==> config.mk <==
export PLATFORM = sky130hd
export DESIGN_NAME = stoch_integrator
export DESIGN_NICKNAME = d
export VERILOG_FILES = /design/src/rtl/sib_pkg.sv /design/src/rtl/sib_lfsr.sv /design/src/rtl/sib_randomizer.sv /design/src/rtl/sib_updown_counter.sv /design/src/rtl/stoch_integrator.sv
export SDC_FILE = /design/constraint.sdc
export NUM_CORES = 1
export LEC_CHECK = 0
export ABC_CLOCK_PERIOD_IN_PS = 16900
export BUFFER_PORTS_ARGS = -buffer_cell sky130_fd_sc_hd__buf_2
export CORE_MARGIN = 2
export CORE_UTILIZATION = 45
export CTS_CLUSTER_SIZE = 12
export DETAILED_ROUTE_END_ITERATION = 7
export HOLD_SLACK_MARGIN = 0.06
export MAX_ROUTING_LAYER = met4
export PLACE_DENSITY = 0.6
export SLEW_MARGIN = 20
export SYNTH_ARGS = -nofsm -noshare
export SYNTH_HDL_FRONTEND = slang
export SYNTH_SLANG_ARGS = --single-unit
==> constraint.sdc <==
create_clock -name clk -period 16.9 [get_ports clk]
set_input_delay 3.38 -clock clk [delete_from_list [all_inputs] [get_ports clk]]
set_output_delay 3.38 -clock clk [all_outputs]
set_load 0.1 [all_outputs]
==> src/rtl/sib_pkg.sv <==
package sib_pkg;
  typedef enum logic [1:0] {
    STEP_HOLD = 2'd0,
    STEP_UP   = 2'd1,
    STEP_DOWN = 2'd2
  } step_e;
endpackage

==> src/rtl/sib_lfsr.sv <==
// Galois LFSR; advances one step per accepted sample.
module sib_lfsr #(
  parameter int          W    = 16,
  parameter logic [W-1:0] POLY = 16'hB400,
  parameter logic [W-1:0] SEED = 16'hACE1
) (
  input  logic         clk,
  input  logic         rst,
  input  logic         adv_i,
  output logic [W-1:0] state_o
);
  logic [W-1:0] state_q;
  logic [W-1:0] nxt;

  for (genvar i = 0; i < W; i++) begin : g_tap
    if (i == W - 1) begin : g_top
      assign nxt[i] = POLY[i] & state_q[0];
    end else begin : g_mid
      assign nxt[i] = state_q[i+1] ^ (POLY[i] & state_q[0]);
    end
  end

  always_ff @(posedge clk) begin
    if (rst)        state_q <= SEED;
    else if (adv_i) state_q <= nxt;
  end

  assign state_o = state_q;

  AST_LFSR_NONZERO: assert property (@(posedge clk) disable iff (rst)
    state_q != '0);
endmodule

==> src/rtl/sib_randomizer.sv <==
// Maps a uniform LFSR word r onto [-C, C) and emits (scaled r < x).
// Rewritten without division: bit = floor(r*2C / 2^W) < x + C
//                                 <=> r*2C < (x + C) * 2^W, for x + C > 0.
module sib_randomizer #(
  parameter int DATA_W = 16
) (
  input  logic [DATA_W-1:0]        rand_i,
  input  logic signed [DATA_W-1:0] x_i,
  input  logic [DATA_W-1:0]        c_i,
  output logic                     bit_o
);
  localparam int PW = 2 * DATA_W + 2;
  localparam int XW = DATA_W + 2;

  logic [PW-1:0]        prod;
  logic [PW-1:0]        thresh;
  logic signed [XW-1:0] xc;
  logic                 xc_pos;

  always_comb begin
    xc     = $signed({{2{x_i[DATA_W-1]}}, x_i}) + $signed({2'b00, c_i});
    xc_pos = !xc[XW-1] && (xc != '0);
    prod   = PW'(rand_i) * PW'({c_i, 1'b0});
    thresh = {1'b0, xc[DATA_W:0], {DATA_W{1'b0}}};
    bit_o  = xc_pos && (prod < thresh);
  end
endmodule

==> src/rtl/sib_updown_counter.sv <==
// Saturating signed up/down counter with separate pulse ports.
module sib_updown_counter #(
  parameter int CNT_W = 24
) (
  input  logic             clk,
  input  logic             rst,
  input  logic             up_i,
  input  logic             dn_i,
  output logic [CNT_W-1:0] count_o
);
  import sib_pkg::*;

  localparam logic [CNT_W-1:0] MAXV = {1'b0, {(CNT_W-1){1'b1}}};
  localparam logic [CNT_W-1:0] MINV = {1'b1, {(CNT_W-1){1'b0}}};
  localparam logic [CNT_W-1:0] ONE  = CNT_W'(1);

  step_e            step;
  logic [CNT_W-1:0] count_q;

  always_comb begin
    step = STEP_HOLD;
    if (up_i && !dn_i && count_q != MAXV)      step = STEP_UP;
    else if (dn_i && !up_i && count_q != MINV) step = STEP_DOWN;
  end

  always_ff @(posedge clk) begin
    if (rst) count_q <= '0;
    else begin
      case (step)
        STEP_UP:   count_q <= count_q + ONE;
        STEP_DOWN: count_q <= count_q - ONE;
        default:   count_q <= count_q;
      endcase
    end
  end

  assign count_o = count_q;

  AST_NO_WRAP_HI: assert property (@(posedge clk) disable iff (rst)
    ($past(count_o) == MAXV) |-> (count_o != MINV));
  AST_NO_WRAP_LO: assert property (@(posedge clk) disable iff (rst)
    ($past(count_o) == MINV) |-> (count_o != MAXV));
  AST_HOLD_IDLE: assert property (@(posedge clk) disable iff (rst)
    (!up_i && !dn_i) |=> $stable(count_o));
  AST_UNIT_STEP: assert property (@(posedge clk) disable iff (rst)
    ((count_o - $past(count_o)) == '0) || ((count_o - $past(count_o)) == ONE)
    || ((count_o - $past(count_o)) == '1));
endmodule

==> src/rtl/stoch_integrator.sv <==
module stoch_integrator #(
  parameter int DATA_W = 16,
  parameter int CNT_W  = 24
) (
  input  logic                     clk,
  input  logic                     rst,
  input  logic                     in_valid,
  output logic                     in_ready,
  input  logic signed [DATA_W-1:0] in_sample,
  input  logic [DATA_W-1:0]        range_c,
  input  logic                     up_en,
  input  logic                     dn_en,
  output logic                     out_valid,
  output logic [CNT_W-1:0]         integ_o,
  output logic                     pulse_up_o,
  output logic                     pulse_dn_o
);
  logic              ready_q;
  logic              accept;
  logic [DATA_W-1:0] rnd;
  logic              sbit;
  logic              up_req;
  logic              dn_req;
  logic              ov_q, pu_q, pd_q;

  assign accept = in_valid && ready_q;

  sib_lfsr #(.W(16), .POLY(16'hB400), .SEED(16'hACE1)) u_lfsr (
    .clk(clk), .rst(rst), .adv_i(accept), .state_o(rnd)
  );

  sib_randomizer #(.DATA_W(DATA_W)) u_rand (
    .rand_i(rnd), .x_i(in_sample), .c_i(range_c), .bit_o(sbit)
  );

  assign up_req = accept && sbit && up_en;
  assign dn_req = accept && !sbit && dn_en;

  sib_updown_counter #(.CNT_W(CNT_W)) u_cnt (
    .clk(clk), .rst(rst), .up_i(up_req), .dn_i(dn_req), .count_o(integ_o)
  );

  always_ff @(posedge clk) begin
    if (rst) begin
      ready_q <= 1'b0;
      ov_q    <= 1'b0;
      pu_q    <= 1'b0;
      pd_q    <= 1'b0;
    end else begin
      ready_q <= 1'b1;
      ov_q    <= accept;
      pu_q    <= up_req;
      pd_q    <= dn_req;
    end
  end

  assign in_ready   = ready_q;
  assign out_valid  = ov_q;
  assign pulse_up_o = pu_q;
  assign pulse_dn_o = pd_q;

  AST_FULL_SCALE_UP: assert property (@(posedge clk) disable iff (rst)
    (in_valid && in_ready && up_en && range_c != '0
     && $signed(in_sample) >= $signed({1'b0, range_c})) |=> pulse_up_o);
  AST_FULL_SCALE_DN: assert property (@(posedge clk) disable iff (rst)
    (in_valid && in_ready && dn_en && range_c != '0
     && $signed(in_sample) <= -$signed({1'b0, range_c})) |=> pulse_dn_o);
  AST_ONE_PULSE: assert property (@(posedge clk) disable iff (rst)
    $onehot0({pulse_up_o, pulse_dn_o}));
  AST_UP_GATED: assert property (@(posedge clk) disable iff (rst)
    pulse_up_o |-> $past(up_en));
  AST_DN_GATED: assert property (@(posedge clk) disable iff (rst)
    pulse_dn_o |-> $past(dn_en));
  AST_OUT_AFTER_ACCEPT: assert property (@(posedge clk) disable iff (rst)
    out_valid |-> $past(in_valid && in_ready));
endmodule

# Word-level counts from Yosys, hierarchy flattened
# Index checks and enable logic that the tools add are counted.
classes:
  n_addsub: 3
  n_mul: 1
  n_div: 0
  magnitude_cmp: 1
  eq_ne: 4
  n_shift: 0
  mux: 4
  bitwise_logic: 3
  n_reduce_logical: 17
ops:
  columns: ["op", "count"]
  rows:
  - ["$pmux W24 S2", 1]
  - ["$lt A33 B33 Y1", 1]
  - ["$mul A16 B16 Y32", 1]
  - ["$add A24 B1 Y24 const B", 1]
  - ["$ne A24 B23 Y1 const B", 1]
  - ["$ne A24 B24 Y1 const B", 1]
  - ["$sub A24 B1 Y24 const B", 1]
  - ["$add A16 B17 Y18", 1]
  - ["$reduce_bool A18 Y1", 1]
  - ["$logic_and A1 B1 Y1", 11]
  - ["$logic_not A1 Y1", 4]
  - ["$mux W2", 2]
  - ["$xor A1 B1 Y1", 3]
  - ["$eq A2 B1 Y1 const B", 1]
  - ["$eq A2 B2 Y1 const B", 1]
  - ["$reduce_bool A2 Y1", 1]
  - ["$mux W1", 1]
word_totals:
  reg_bits: 44
  latchBits: 0
  ram_bits: 0
  romBits: 0
  input_bits: 37
  wordCells: 39
  n_memories: 0

# Depth between registers and ports, before layout
logic_depth:
  word_depth: 13
  mapped_depth: 46
  depth_no_buf: 44

# Cells and area by module
# A second synthesis with hierarchy kept.
hier_totals:
  cells_unflattened: 1441
  hier_area_um2: 12281.8
modules_own_cells:
  columns: ["module", "instances", "cells_each", "area_each_um2", "seq_area_each_um2"]
  rows:
  - ["sib_randomizer", 1, 1068, 9233.9, 0.0]
  - ["sib_updown_counter", 1, 290, 2195.9, 480.5]
  - ["sib_lfsr", 1, 69, 726.9, 320.3]
  - ["stoch_integrator", 1, 14, 125.1, 80.1]

# Least setup slack after synthesis
# Ideal clock, no wire load.
synth_path:
  path_type: "input-to-reg"
  start: "in range_c[7]"
  end: "reg u_cnt.count_q[23], in the netlist u_cnt.count_o[23]"
  setup_time_ps: 123
  arrival_ps: 13433
  required_time_ps: 16777
  path_slack_ps: 3343
  stages: 44
  n_path_buf: 1
  path_cell_list: "clkbuf_1 nand2_1 fa_1 inv_1 fa_1 inv_1 fa_1 inv_1 fa_1 fa_1 inv_1 fa_1 inv_1 ha_1 nand3_1 nor2_1 a21oi_1 a21oi_1 [... 8 more ...] o21ai_0 o2111ai_1 and3_1 nand4_1 o21a_1 o21ai_0 inv_1 ha_1 a211oi_1 o21ai_0 a2111oi_0 o21ai_0 nor2_1 nor3_1 o41ai_1 o21ai_0 mux2i_1 mux2_1"
synth_via:
  elab_chain_len: 13
  elab_cells_between_ends: 24
  cone_classes: "add/sub: 1; mul: 1; order compare: 1; eq/ne: 2; mux: 3; reduce/logical: 16"
synth_rtl:
  columns: ["item", "line", "text"]
  rows:
  - ["from (decl)", "stoch_integrator.sv:10", "input logic [DATA_W-1:0] range_c,"]
  - ["parallel branches: the longest is 3 deep, another holds $lt A33 B33 Y1", null, null]
  - ["$logic_and A1 B1 Y1 *", "sib_randomizer.sv:25", "bit_o = xc_pos && (prod < thresh);"]
  - ["$logic_not A1 Y1 / $logic_and A1 B1 Y1 (equally long branches)", "stoch_integrator.sv:37, stoch_integrator.sv:36", null]
  - ["$logic_and A1 B1 Y1 (on tied branches)", "stoch_integrator.sv:37, stoch_integrator.sv:36", null]
  - ["$logic_and A1 B1 Y1 / $logic_not A1 Y1 (equally long branches)", "stoch_integrator.sv:37, sib_updown_counter.sv:23", null]
  - ["$logic_and A1 B1 Y1 / $logic_not A1 Y1 (equally long branches)", "sib_updown_counter.sv:23, sib_updown_counter.sv:22", null]
  - ["$logic_and A1 B1 Y1 (on tied branches)", "sib_updown_counter.sv:23, sib_updown_counter.sv:22", null]
  - ["$mux W2 / $logic_and A1 B1 Y1 (equally long branches)", "sib_updown_counter.sv:23, sib_updown_counter.sv:22", null]
  - ["$mux W2 *", "sib_updown_counter.sv:22", "if (up_i && !dn_i && count_q != MAXV) step = STEP_UP;"]
  - ["$eq A2 B2 Y1 / $eq A2 B1 Y1 (equally long branches)", "sib_updown_counter.sv:29", "case (step)"]
  - ["$pmux W24 S2 / $reduce_bool A2 Y1 (equally long branches)", null, null]
  - ["to (signal assigned)", "sib_updown_counter.sv:30", "STEP_UP: count_q <= count_q + ONE;"]
  - ["to (signal assigned)", "sib_updown_counter.sv:31", "STEP_DOWN: count_q <= count_q - ONE;"]
  - ["to (signal assigned)", "sib_updown_counter.sv:32", "default: count_q <= count_q;"]
  - ["to (decl)", "sib_updown_counter.sv:18", "logic [CNT_W-1:0] count_q;"]
# Mark *: on every way between the ends.
# A chain may end at the register's enable or synchronous reset.

# Worst setup path after layout
layout_path:
  start: "in range_c[6]"
  end: "reg u_cnt.count_q[23], in the netlist u_cnt.count_o[23]"
# Same word-level chain as after synthesis.

==> out/metrics.csv <==
metric;value;unit
layoutNonFillerInstCount;1809;
area_growth;6.86;%
skew;0.00760;ns
synth_top_cell_area_share;32.3;%
power.density;183;nW/µm²
synthArstFlopShare;0;%
root_buffer;clkbuf_16;
grt_pass1_wl;50100;µm
htree_levels;2;
yosys-mux-area-fraction;2.27;%
cts_setup_buffers;0;
cp-start-kind;input pin;
slew_viol_final;0;
yosys.area_share.simple;19.7;%
fin_nets;1855;
cts.sinks;44;
initial_utilization;45.4;%
path_common_cell;fa_1;
power_switching;1.26;mW
ys.flop_type;dfxtp_1;
antenna_cells;0;
cap_viol_max_count;0;
cp.buffers_inverters;6;
drt_iter0_drc;488;
holdBufCountCts;0;
synth_compound_area_share;9.62;%
post-route-period-util;88.7;%
grt_overflow;0;
regArea;881;µm²
leakagePower;6.74;nW
die-area;28200;µm²
cts_made_buffers;5;
drive_gt1_share;6.40;%
combPwrFrac;88.4;%
post_cts_resized;0;
rows;60;
slew_headroom;32.2;%
setup_viol;0;
critPathTopFamily;compound AO/OA/AOI/OAI gates;
cp_max_fo;22;
drc;0;
routedWlPerCell;16.3;µm
seq_power_share;5.6;%
io_buffers;64;
post-synth-top-count-cell;inv_1;
dp_hpwl;23000;µm
ir_drop;167;µV
yosys.area_share.adder;48.4;%
netlist_instances;1438;
core;26700;µm²
critPathKind;in -> reg;
synth_xor_area_share;3.18;%
max_stage_delay;0.63;ns
critPathSlowestCell;a311oi_1;
cp.required;17.08;ns
outcome;finished, final reports clean;
num_vias;9523;
synth_top_family_by_area;adder cells;
grt_pass1_vias;9671;
drt_first_pass_iters;5;
gp_congestion;0.874;
place_inst;1801;
maxClockFrequency;0.0667;GHz
synth_edf_count;0;
wirelength;29500;µm
yosysWarnings;0;
clk_pin_slew;0.07;ns
antenna_found_initial;0;
min_path_type;reg -> reg;
synth_area_leaders;fa_1, ha_1, inv_1;
tns;0;ns
grt_max_degree;38;
synth_cell_types;63;
clockBufferDepth;2;
tightest_slew;1.02;ns
fillers;2648;
vias_per_cell;5.26;
syn_area;12100;µm²
synth_common_cells;inv_1, nand2_1, fa_1;
fp.dieH;168;µm
fin_crit;14.99;ns
rsz0062_at_grt;false;
clkPwrFrac;6.0;%
ys_seq_elements;44;
die_w;168;µm
io_pins;65;
avgSynthCellArea;8.42;µm²
switching_share;53.3;%
antenna_left;0;
hold_viol;0;
crit_arrival;15.18;ns
cts_tree;done;
clk_latency;0.29;ns
p_int;1.11;mW
endpoint_kind;flop;
multi_input_area;10100;µm²
yosysTopAreaCell;fa_1;
grtUsageTotal;22.7;%
yosysSeqAreaShare;7.28;%
synth_nets;1826;
## cell usage in the layout (no fill, tap or decap), drive strengths merged, types with 3 or more instances in the layout
cell and count:
inv 254, nand2 215, fa 195, ha 156, and2 116, buf 74
nor2 57, a21oi 56, dfxtp 44, o21ai 33, xnor2 28, a21o 22
nand3 20, xor2 16, nand4 15, nor2b 14, mux2i 14, o21a 13
mux2 12, nand2b 11, nor3 10, nor4 9, a211oi 8, a31oi 6
and3 6, o211ai 5, a211o 5, clkbuf 5, o2111ai 4, a2111oi 4
or3 3, or2 3, a2111o 3, bufinv 3
## metal layers
layer	routed length (µm)	share of wire, %	GRT usage [%]	up-vias
li1	-	-	-	4635
met1	13900	47	31.3	4699
met2	14300	48	37.6	165
met3	917	3.1	1.60	24
met4	429	1.5	3.93	0
met5	0	0	-	-
## power groups by stage
stage	Clock [mW]	Combinational [mW]	Sequential (mW)
final	0.141	2.09	0.133
after global routing	0.149	2.43	0.135
after CTS	0.144	2.12	0.133
after detailed placement	0	2.10	0.135
after global placement	0	2.08	0.135
after floorplan	0	1.59	0.189
## state kept, by name, indices dropped and copies added, names as in the netlist
| register | flops |
|---|---|
| in_ready | 1 |
| out_valid | 1 |
| pulse_dn_o | 1 |
| pulse_up_o | 1 |
| u_cnt.count_o | 24 |
| u_lfsr.state_o | 16 |
## worst paths after layout
kind / from / endpoint / slack (ns) / cells past startpoint
hold / removal: u_cnt.count_o[9]$_SDFFE_PP0P_ / u_cnt.count_o[9]$_SDFFE_PP0P_ / 0.53 / 2
setup / recovery: range_c[6] / u_cnt.count_o[23]$_SDFFE_PP0P_ / 1.91 / 43
hold reg to reg: u_cnt.count_o[9]$_SDFFE_PP0P_ / u_cnt.count_o[9]$_SDFFE_PP0P_ / 0.53 / 2
setup reg to reg: u_lfsr.state_o[8]$_SDFFE_PP0P_ / u_cnt.count_o[23]$_SDFFE_PP0P_ / 4.43 / 41
## metrics by stage
step | power, mW | cell area [µm²] | setup WS, ns | util (%) | hold slack [ns]
after floorplan | 1.78 | 12100 | 3.34 | - | 0.487
after global placement | 2.21 | 12700 | 2.13 | 47.7 | 0.503
after detailed placement | 2.23 | 12700 | 1.75 | 47.7 | 0.511
after CTS | 2.40 | 12900 | 2.02 | 48.5 | 0.525
after global routing | 2.71 | 12900 | 1.02 | 48.5 | 0.553
final | 2.37 | 12900 | 1.91 | 48.5 | 0.526
## worst reg2reg max path, delay by kind of cell, from the launching register on
family          cells  cell delay, ns
xor+xnor            1            0.14
buf+inv             4            0.62
flops               1            0.95
fa+ha+maj           9            4.18
simple gates        9            1.11
mux                 2            0.53
compound gates     16            4.81
## layout make-up
class | count | share of cell area, %
Multi-Input combinational cell | 1088 | 77.8
Sequential cell | 44 | 6.81
Clock buffer | 5 | 0.967
Inverter | 254 | 7.37
Tap cell | 341 | 3.30
Clock inverter | 3 | 0.697
Timing Repair Buffer | 74 | 3.06
## cells by family (layout without fill, tap and decap cells)
| kind of cell | Yosys count | count (layout) |
|---|---|---|
| compound gates | 177 | 177 |
| mux | 26 | 26 |
| xor+xnor | 44 | 44 |
| simple gates | 490 | 490 |
| buf+inv | 306 | 336 |
| fa+ha+maj | 351 | 351 |
| flops | 44 | 44 |
Note: power is estimated with default switching activity, not from simulation.
